$ cat config.mk
export PLATFORM = sky130hd
export DESIGN_NAME = trig_mode_sel
export DESIGN_NICKNAME = d
export VERILOG_FILES = /design/src/rtl/trig_mode_sel_pkg.sv /design/src/rtl/trig_mode_sel_ctrl.sv /design/src/rtl/trig_mode_sel_edge.sv /design/src/rtl/trig_mode_sel_mux.sv /design/src/rtl/trig_mode_sel.sv
export SDC_FILE = /design/constraint.sdc
export NUM_CORES = 1
export LEC_CHECK = 0
export CORE_MARGIN = 10
export CORE_UTILIZATION = 31
export DETAILED_ROUTE_END_ITERATION = 7
export PLACE_DENSITY = 0.81
export SKIP_CTS_REPAIR_TIMING = 1
export SYNTH_ARGS = -nofsm -noshare
export SYNTH_HDL_FRONTEND = slang
export SYNTH_SLANG_ARGS = --single-unit
export TNS_END_PERCENT = 10
$ cat constraint.sdc
create_clock -name clk -period 1.5 [get_ports clk]
set_input_delay 0.45 -clock clk [delete_from_list [all_inputs] [get_ports clk]]
set_output_delay 0.45 -clock clk [all_outputs]
set_load 0.02 [all_outputs]
$ cat src/rtl/trig_mode_sel_pkg.sv
`timescale 1ns/1ps
package trig_mode_sel_pkg;

    localparam int NUM_REF  = 6;
    localparam int MODE_W   = 4;
    localparam int REG_W    = 32;

    typedef enum logic [MODE_W-1:0] {
        MD_RESET    = 4'd0,
        MD_ENABLE   = 4'd1,
        MD_UPDATE   = 4'd2,
        MD_CC1      = 4'd3,
        MD_LVL1     = 4'd4,
        MD_LVL2     = 4'd5,
        MD_LVL3     = 4'd6,
        MD_LVL4     = 4'd7,
        MD_LVL5     = 4'd8,
        MD_LVL6     = 4'd9,
        MD_ANY4     = 4'd10,
        MD_ANY6     = 4'd11,
        MD_R4_R6    = 4'd12,
        MD_R4_F6    = 4'd13,
        MD_R5_R6    = 4'd14,
        MD_R5_F6    = 4'd15
    } trig_mode_e;

    typedef struct packed {
        logic rst;
        logic en;
        logic upd;
        logic cc1;
    } cnt_evt_t;

    typedef struct packed {
        logic [NUM_REF-1:0] lvl;
        logic [NUM_REF-1:0] rise;
        logic [NUM_REF-1:0] fall;
    } ref_sig_t;

endpackage

$ cat src/rtl/trig_mode_sel_ctrl.sv
`timescale 1ns/1ps
module trig_mode_sel_ctrl
    import trig_mode_sel_pkg::*;
#(
    parameter bit HAS_AUX  = 1'b1,
    parameter int MAIN_LSB = 4,
    parameter int MAIN_W   = 3,
    parameter int AUX_LSB  = 20,
    parameter int AUX_W    = 4
) (
    input  logic             clk,
    input  logic             rst_n,
    input  logic             we,
    input  logic [REG_W-1:0] wdata,
    output logic [MAIN_W-1:0] main_mode,
    output logic [AUX_W-1:0]  aux_mode,
    output logic [REG_W-1:0]  rdata
);

    logic unused_wdata;
    assign unused_wdata = ^wdata;

    always_ff @(posedge clk or negedge rst_n) begin
        if (!rst_n) begin
            main_mode <= '0;
        end else if (we) begin
            main_mode <= wdata[MAIN_LSB +: MAIN_W];
        end
    end

    generate
        if (HAS_AUX) begin : g_aux_field
            always_ff @(posedge clk or negedge rst_n) begin
                if (!rst_n) begin
                    aux_mode <= '0;
                end else if (we) begin
                    aux_mode <= wdata[AUX_LSB +: AUX_W];
                end
            end
        end else begin : g_no_aux_field
            assign aux_mode = '0;
        end
    endgenerate

    always_comb begin
        rdata                     = '0;
        rdata[MAIN_LSB +: MAIN_W] = main_mode;
        rdata[AUX_LSB +: AUX_W]   = aux_mode;
    end

endmodule

$ cat src/rtl/trig_mode_sel_edge.sv
`timescale 1ns/1ps
module trig_mode_sel_edge
    import trig_mode_sel_pkg::*;
(
    input  logic               clk,
    input  logic               rst_n,
    input  logic [NUM_REF-1:0] ref_in,
    output ref_sig_t           sig
);

    logic [NUM_REF-1:0] hist_q;

    generate
        for (genvar i = 0; i < NUM_REF; i++) begin : g_hist
            always_ff @(posedge clk or negedge rst_n) begin
                if (!rst_n) begin
                    hist_q[i] <= 1'b0;
                end else begin
                    hist_q[i] <= ref_in[i];
                end
            end
            assign sig.rise[i] = ref_in[i] & ~hist_q[i];
            assign sig.fall[i] = ~ref_in[i] & hist_q[i];
        end
    endgenerate

    assign sig.lvl = ref_in;

endmodule

$ cat src/rtl/trig_mode_sel_mux.sv
`timescale 1ns/1ps
module trig_mode_sel_mux
    import trig_mode_sel_pkg::*;
#(
    parameter int FIELD_W = 4
) (
    input  logic               clk,
    input  logic               rst_n,
    input  logic [FIELD_W-1:0] mode,
    input  cnt_evt_t           evt,
    input  ref_sig_t           sig,
    output logic               trig
);

    trig_mode_e mode_e;
    logic       trig_d;

    generate
        if (FIELD_W < MODE_W) begin : g_narrow
            assign mode_e = trig_mode_e'({{(MODE_W-FIELD_W){1'b0}}, mode});
        end else begin : g_full
            assign mode_e = trig_mode_e'(mode[MODE_W-1:0]);
        end
    endgenerate

    always_comb begin
        unique case (mode_e)
            MD_RESET:  trig_d = evt.rst;
            MD_ENABLE: trig_d = evt.en;
            MD_UPDATE: trig_d = evt.upd;
            MD_CC1:    trig_d = evt.cc1;
            MD_LVL1:   trig_d = sig.lvl[0];
            MD_LVL2:   trig_d = sig.lvl[1];
            MD_LVL3:   trig_d = sig.lvl[2];
            MD_LVL4:   trig_d = sig.lvl[3];
            MD_LVL5:   trig_d = sig.lvl[4];
            MD_LVL6:   trig_d = sig.lvl[5];
            MD_ANY4:   trig_d = sig.rise[3] | sig.fall[3];
            MD_ANY6:   trig_d = sig.rise[5] | sig.fall[5];
            MD_R4_R6:  trig_d = sig.rise[3] | sig.rise[5];
            MD_R4_F6:  trig_d = sig.rise[3] | sig.fall[5];
            MD_R5_R6:  trig_d = sig.rise[4] | sig.rise[5];
            MD_R5_F6:  trig_d = sig.rise[4] | sig.fall[5];
            default:   trig_d = 1'b0;
        endcase
    end

    always_ff @(posedge clk or negedge rst_n) begin
        if (!rst_n) begin
            trig <= 1'b0;
        end else begin
            trig <= trig_d;
        end
    end

endmodule

$ cat src/rtl/trig_mode_sel.sv
`timescale 1ns/1ps
module trig_mode_sel
    import trig_mode_sel_pkg::*;
#(
    parameter bit HAS_AUX = 1'b1
) (
    input  logic               clk,
    input  logic               rst_n,
    input  logic               cnt_rst_evt,
    input  logic               cnt_en,
    input  logic               cnt_upd_evt,
    input  logic               cc1_match,
    input  logic [NUM_REF-1:0] oc_ref,
    input  logic               ctrl_we,
    input  logic [REG_W-1:0]   ctrl_wdata,
    output logic [REG_W-1:0]   ctrl_rdata,
    output logic               trig_main,
    output logic               trig_aux
);

    localparam int MAIN_W   = 3;
    localparam int MAIN_LSB = 4;
    localparam int AUX_W    = MODE_W;
    localparam int AUX_LSB  = 20;

    logic [MAIN_W-1:0] main_mode;
    logic [AUX_W-1:0]  aux_mode;
    cnt_evt_t          evt;
    ref_sig_t          sig;

    assign evt = '{rst: cnt_rst_evt, en: cnt_en, upd: cnt_upd_evt, cc1: cc1_match};

    trig_mode_sel_ctrl #(
        .HAS_AUX (HAS_AUX),
        .MAIN_LSB(MAIN_LSB),
        .MAIN_W  (MAIN_W),
        .AUX_LSB (AUX_LSB),
        .AUX_W   (AUX_W)
    ) ctrl_i (
        .clk      (clk),
        .rst_n    (rst_n),
        .we       (ctrl_we),
        .wdata    (ctrl_wdata),
        .main_mode(main_mode),
        .aux_mode (aux_mode),
        .rdata    (ctrl_rdata)
    );

    trig_mode_sel_edge edge_i (
        .clk   (clk),
        .rst_n (rst_n),
        .ref_in(oc_ref),
        .sig   (sig)
    );

    trig_mode_sel_mux #(.FIELD_W(MAIN_W)) main_mux_i (
        .clk  (clk),
        .rst_n(rst_n),
        .mode (main_mode),
        .evt  (evt),
        .sig  (sig),
        .trig (trig_main)
    );

    trig_mode_sel_mux #(.FIELD_W(AUX_W)) aux_mux_i (
        .clk  (clk),
        .rst_n(rst_n),
        .mode (aux_mode),
        .evt  (evt),
        .sig  (sig),
        .trig (trig_aux)
    );

endmodule

**Word-level counts from Yosys, hierarchy flattened**

Index checks and enable logic that the tools add are counted.

- Output and inout port bits: 34
- Register bits after elaboration: 12
- Word-level logic and storage cells: 49
- Input bits: 45

- Bitwise operators: 16
- Equal/unequal tests: 22
- Reductions and logical operators: 2
- Multiplexer cells: 2

Operators by type and width:

| operator | count |
|---|---|
| $eq A4 B4 Y1 const B | 8 |
| $eq A4 B3 Y1 const B | 4 |
| $pmux W1 S16 | 1 |
| $eq A3 B3 Y1 const B | 4 |
| $eq A4 B2 Y1 const B | 2 |
| $logic_not A4 Y1 | 2 |
| $pmux W1 S8 | 1 |
| $eq A3 B2 Y1 const B | 2 |
| $or A1 B1 Y1 | 6 |
| $and A1 B1 Y1 | 5 |
| $not A1 Y1 | 5 |
| $eq A4 B1 Y1 const B | 1 |
| $eq A3 B1 Y1 const B | 1 |

**Longest topological paths before layout**

- Depth in word-level cells: 4
- Depth in mapped cells: 6
- Gate-level depth less buffers: 6

**Modules after synthesis**

From an unflattened synthesis, not the netlist that was laid out.

- Cell total of the unflattened synthesis: 101
- Area, all modules: 1138.6 µm²

By module, submodules not included:

| module | cells an instance | area each (µm²) | instances |
|---|---|---|---|
| trig_mode_sel_ctrl | 48 | 535.5 | 1 |
| trig_mode_sel_edge | 24 | 300.3 | 1 |
| trig_mode_sel_mux (aux_mux_i) | 25 | 214.0 | 1 |
| trig_mode_sel_mux (main_mux_i) | 4 | 88.8 | 1 |

**Worst setup path before layout**

OpenSTA, ideal clock, no wires.

- Path type: flip-flop to flip-flop
- Start point: register ctrl_i.aux_mode[0]
- End point: register aux_mux_i.trig
- Cell stages (with the launch flop): 5
- Data required time: 1.414 ns
- Arrival: 1.319 ns
- Path buffers: 1
- Slack: 0.095 ns
- Cells stage by stage: dfrtp_1 > buf_6 > mux2i_1 > mux4_2 > o221ai_2

- Cells in the longest elaborated chain, start to end: 2
- Elaborated cells on any way between the ends: 17

Ends and longest elaborated chain:

| item | RTL line | RTL |
|---|---|---|
| from (decl) | trig_mode_sel_ctrl.sv:16 | `output logic [AUX_W-1:0] aux_mode,` |
| from (signal assigned) | trig_mode_sel_ctrl.sv:37 | `aux_mode <= wdata[AUX_LSB +: AUX_W];` |
| $eq A4 B4 Y1 (tied with other cells) | trig_mode_sel_mux.sv:27 | `unique case (mode_e)` |
| $pmux W1 S16 (*) | trig_mode_sel_mux.sv:27 |  |
| named net aux_mux_i.trig_d | trig_mode_sel_mux.sv:16 | `logic trig_d;` |
| to (signal assigned) | trig_mode_sel_mux.sv:52 | `trig <= trig_d;` |
| to (decl) | trig_mode_sel_mux.sv:12 | `output logic trig` |

Mark *: on every way through the listed nets, which the timed path passes. The rest lies on a longest branch.
A chain may end at the register's enable or synchronous reset.

**Final worst setup path**

- Start point: input cc1_match
- End point: register main_mux_i.trig

- Cells in the longest elaborated chain, start to end: 1

Ends and longest elaborated chain:

| item | RTL line | RTL |
|---|---|---|
| from (decl) | trig_mode_sel.sv:12 | `input logic cc1_match,` |
| $pmux W1 S8 | trig_mode_sel_mux.sv:27 |  |
| named net main_mux_i.trig_d | trig_mode_sel_mux.sv:16 |  |
| to (signal assigned) | trig_mode_sel_mux.sv:52 |  |
| to (decl) | trig_mode_sel_mux.sv:12 |  |

The timed path passes the listed nets, and every way through them passes these cells.

==> impl_metrics.py <==
metrics = {
    "timing": {
        "finalSetupViolCount": 0,
        "layout_min_cycle_time_ns": 1.48,
        "fmax_ghz": 0.675,
        "finalHoldViolCount": 0,
        "finalMaxSlewViolations": 0,
        "fin_crit_sh_pct": 98.8,
        "rsz0062_at_grt": "no",
        "fin_tns_setup_ns": 0,
        "finClkSkew_ns": 0.00206,
    },
    "placement": {
        "io_buffers": 28,
        "gp_congestion": 0.775,
        "place_hpwl_um": 1820,
        "placed_cells": 148,
    },
    "synth": {
        "synth.area.mux_share_pct": 20.3,
        "synth_top_family_by_area": "buffers and inverters",
        "synth_fa_ha_area_share_pct": 2.88,
        "synth_cell_types": 23,
        "synth_area_leader_cell": "dfrtp_1",
        "ys_warn_count": 0,
        "avgSynthCellArea_um2": 10.7,
        "synth_compound_area_share_pct": 7.48,
        "synth-simple-area-share_pct": 5.90,
        "synth_xor_area_share_pct": 1.01,
        "synth_area_um2": 870,
        "ys_top_cells_by_area": "dfrtp_1 35%, buf_4 22%, mux2_2 9.1%",
        "synth-seq-cells": 12,
        "postSynthCellCount": 81,
        "synth_top_area_share_pct": 34.5,
        "yosysSeqAreaShare_pct": 34.5,
    },
    "worst_setup_path": {
        "worstPathMaxFanout": 2,
        "reg2reg_from": "ctrl_i.aux_mode[0]$_DFFE_PN0P_",
        "reg2reg_slack_ns": 0.12,
        "crit_path_end_kind": "flip-flop",
        "r2r-end": "aux_mux_i.trig$_DFF_PN0_",
        "reg2regPathDepth": 4,
        "cp-start-kind": "input pin",
        "critical_path_arrival_ns": 1.64,
        "cp.required_ns": 1.65,
        "critPathKind": "input pin to flip-flop",
    },
    "global_route": {
        "grt_pass1_wl_um": 3390,
        "grt_max_degree": 13,
        "grt_pass1_vias": 772,
        "grt_use_total_pct": 8.05,
        "antenna_found_initial": 0,
        "grt-ovfl-total": 0,
    },
    "clocking": {
        "root_buffer": "clkbuf_4",
        "cts_tree": "yes",
        "clock-sinks": 12,
        "cts_buffer_depth": 2,
        "cts.clk_slew.worst_paths_ns": 0.07,
        "numCtsBuffers": 3,
        "htreeDepth": 1,
        "clk-insertion-delay-late_ns": 0.27,
    },
    "finish": {
        "drive_gt1_share_pct": 24.2,
        "antenna_cells": 0,
        "area_growth_syn_to_layout_pct": 41.4,
        "fillers": 261,
        "finalNonFillerCells": 151,
        "regArea_um2": 300,
        "layout.nets": 169,
        "layout_common_cells": "25 x conb_1, 17 x clkdlybuf4s50_1, 13 x buf_4, 12 x dfrtp_1, 11 x dlymetal6s2s_1",
        "final_common_cell": "conb_1",
        "multi_input_area_um2": 452,
    },
    "die": {
        "core_mm2": 0.00271,
        "die-height_um": 73.0,
        "die-area_mm2": 0.00532,
        "fp-row-count": 19,
        "initial_core_util_pct": 32.1,
        "die_w_um": 73.0,
        "io_pins": 79,
    },
    "hold_path": {
        "holdPathStages": 2,
        "whs_endpoint": "edge_i.hist_q[5]$_DFF_PN0_",
        "hp-class": "input pin to flip-flop",
        "hold_start": "oc_ref[5]",
    },
    "drt": {
        "initialDrtViolationCount": 16,
        "drc": 0,
        "wirelength_um": 2180,
        "wl_met3_um": 418,
        "vias_per_cell": 4.39,
        "highest_layer": "met4",
        "wl_met1_um": 659,
        "via_count": 663,
        "drtAntennaViolNets": 0,
        "first_pass_iters": 4,
        "dr_wl_met2_um": 1060,
        "routedWlPerCell_um": 14.4,
    },
    "power_and_ir_drop": {
        "powerDensity_mw_per_mm2": 786,
        "p_int_mw": 0.645,
        "p_seq_share_pct": 38.6,
        "power.total_mw": 0.966,
        "pwr-share-clk_pct": 19.6,
        "p_comb_share_pct": 41.8,
        "swShare_pct": 33.3,
        "ir_worst_vdd_uv": 530,
        "cellLeakagePower_nw": 0.645,
        "netSwitchingPower_mw": 0.322,
    },
    "run_status": {
        "status": "completed",
    },
    "run": {
        "max_cap_viol_count": 0,
    },
}
## per-stage QoR
step	instance area [um2]	hold slack [ns]	setup slack, ns	utilization (%)
5_1_grt	1230	0.442	0.0183	45.4
3_5_place_dp	1150	0.612	-0.503	42.4
3_3_place_gp	1150	0.597	-0.476	42.4
4_1_cts	1170	0.474	-0.241	43.2
2_1_floorplan	960	0.154	0.0951	-
6_report	1230	0.446	0.0177	45.4
## cells in the mapped netlist
cell type and count:
ha_1 2, buf_6 2, o221ai_2 1, o21ai_0 4, mux4_2 3, nand2_1 6, mux2i_1 3, nand3b_1 1
conb_1 1, nand3_1 1, buf_4 25, a2111oi_0 1, a31oi_1 1, clkbuf_1 1, mux2_2 7, nor2_1 2
clkbuf_8 1, inv_1 3, xor2_1 1, nand4b_1 1, o21bai_1 1, a22oi_1 1, dfrtp_1 12
## sequential cells by signal, summed over array words and instances (netlist names)
| signal | flops |
|---|---|
| ctrl_i.main_mode | 3 |
| aux_mux_i.trig | 1 |
| ctrl_i.aux_mode | 4 |
| edge_i.hist_q | 3 |
| main_mux_i.trig | 1 |
## power by group through the flow
| stage | combinational (mW) | sequential [mW] | clock [mW] |
|---|---|---|---|
| CTS | 0.397 | 0.374 | 0.197 |
| global route | 0.436 | 0.378 | 0.219 |
| finish | 0.404 | 0.373 | 0.190 |
| global placement | 0.385 | 0.378 | 0 |
| detailed placement | 0.394 | 0.380 | 0 |
| floorplan | 0.225 | 0.426 | 0 |
## routing by layer
layer,GRT usage [%],vias up
met4,3.80,0
met5,0,-
met3,7.07,4
li1,-,306
met2,13.3,40
met1,6.55,313
## worst max-delay path, cell delays in order
cell             delay, ns
clkdlybuf4s50_1       0.43
mux4_2                0.48
mux2_2                0.28
## worst max-delay path by stage
| stage | startpoint | to | slack, ns | depth (start not counted) |
|---|---|---|---|---|
| after floorplan | ctrl_i.aux_mode[0]$_DFFE_PN0P_ | aux_mux_i.trig$_DFF_PN0_ | 0.1 | 4 |
| after global placement | oc_ref[5] | aux_mux_i.trig$_DFF_PN0_ | -0.48 | 6 |
| after detailed placement | oc_ref[5] | aux_mux_i.trig$_DFF_PN0_ | -0.50 | 6 |
| after CTS | ctrl_i.main_mode[1]$_DFFE_PN0P_ | ctrl_rdata[5] | -0.24 | 1 |
| after global routing | cc1_match | aux_mux_i.trig$_DFF_PN0_ | 0.02 | 4 |
| final | cc1_match | main_mux_i.trig$_DFF_PN0_ | 0.02 | 3 |
## area by class of cell
| class | count | area share, % |
|---|---|---|
| Clock buffer | 3 | 1.83 |
| Inverter | 3 | 0.916 |
| Multi-Input combinational cell | 61 | 36.7 |
| Sequential cell | 12 | 24.4 |
| Tap cell | 31 | 3.15 |
| Timing Repair Buffer | 41 | 33.0 |
## kinds of logic after synthesis
| kind of cell | Yosys count |
|---|---|
| buffers and inverters | 32 |
| AND/OR/NAND/NOR | 11 |
| multiplexers | 13 |
| AO/OA/AOI/OAI | 9 |
| flip-flops | 12 |
| adder cells (fa/ha/maj) | 2 |
| other | 1 |
| XOR/XNOR | 1 |
(Power assumes the default switching activity.)
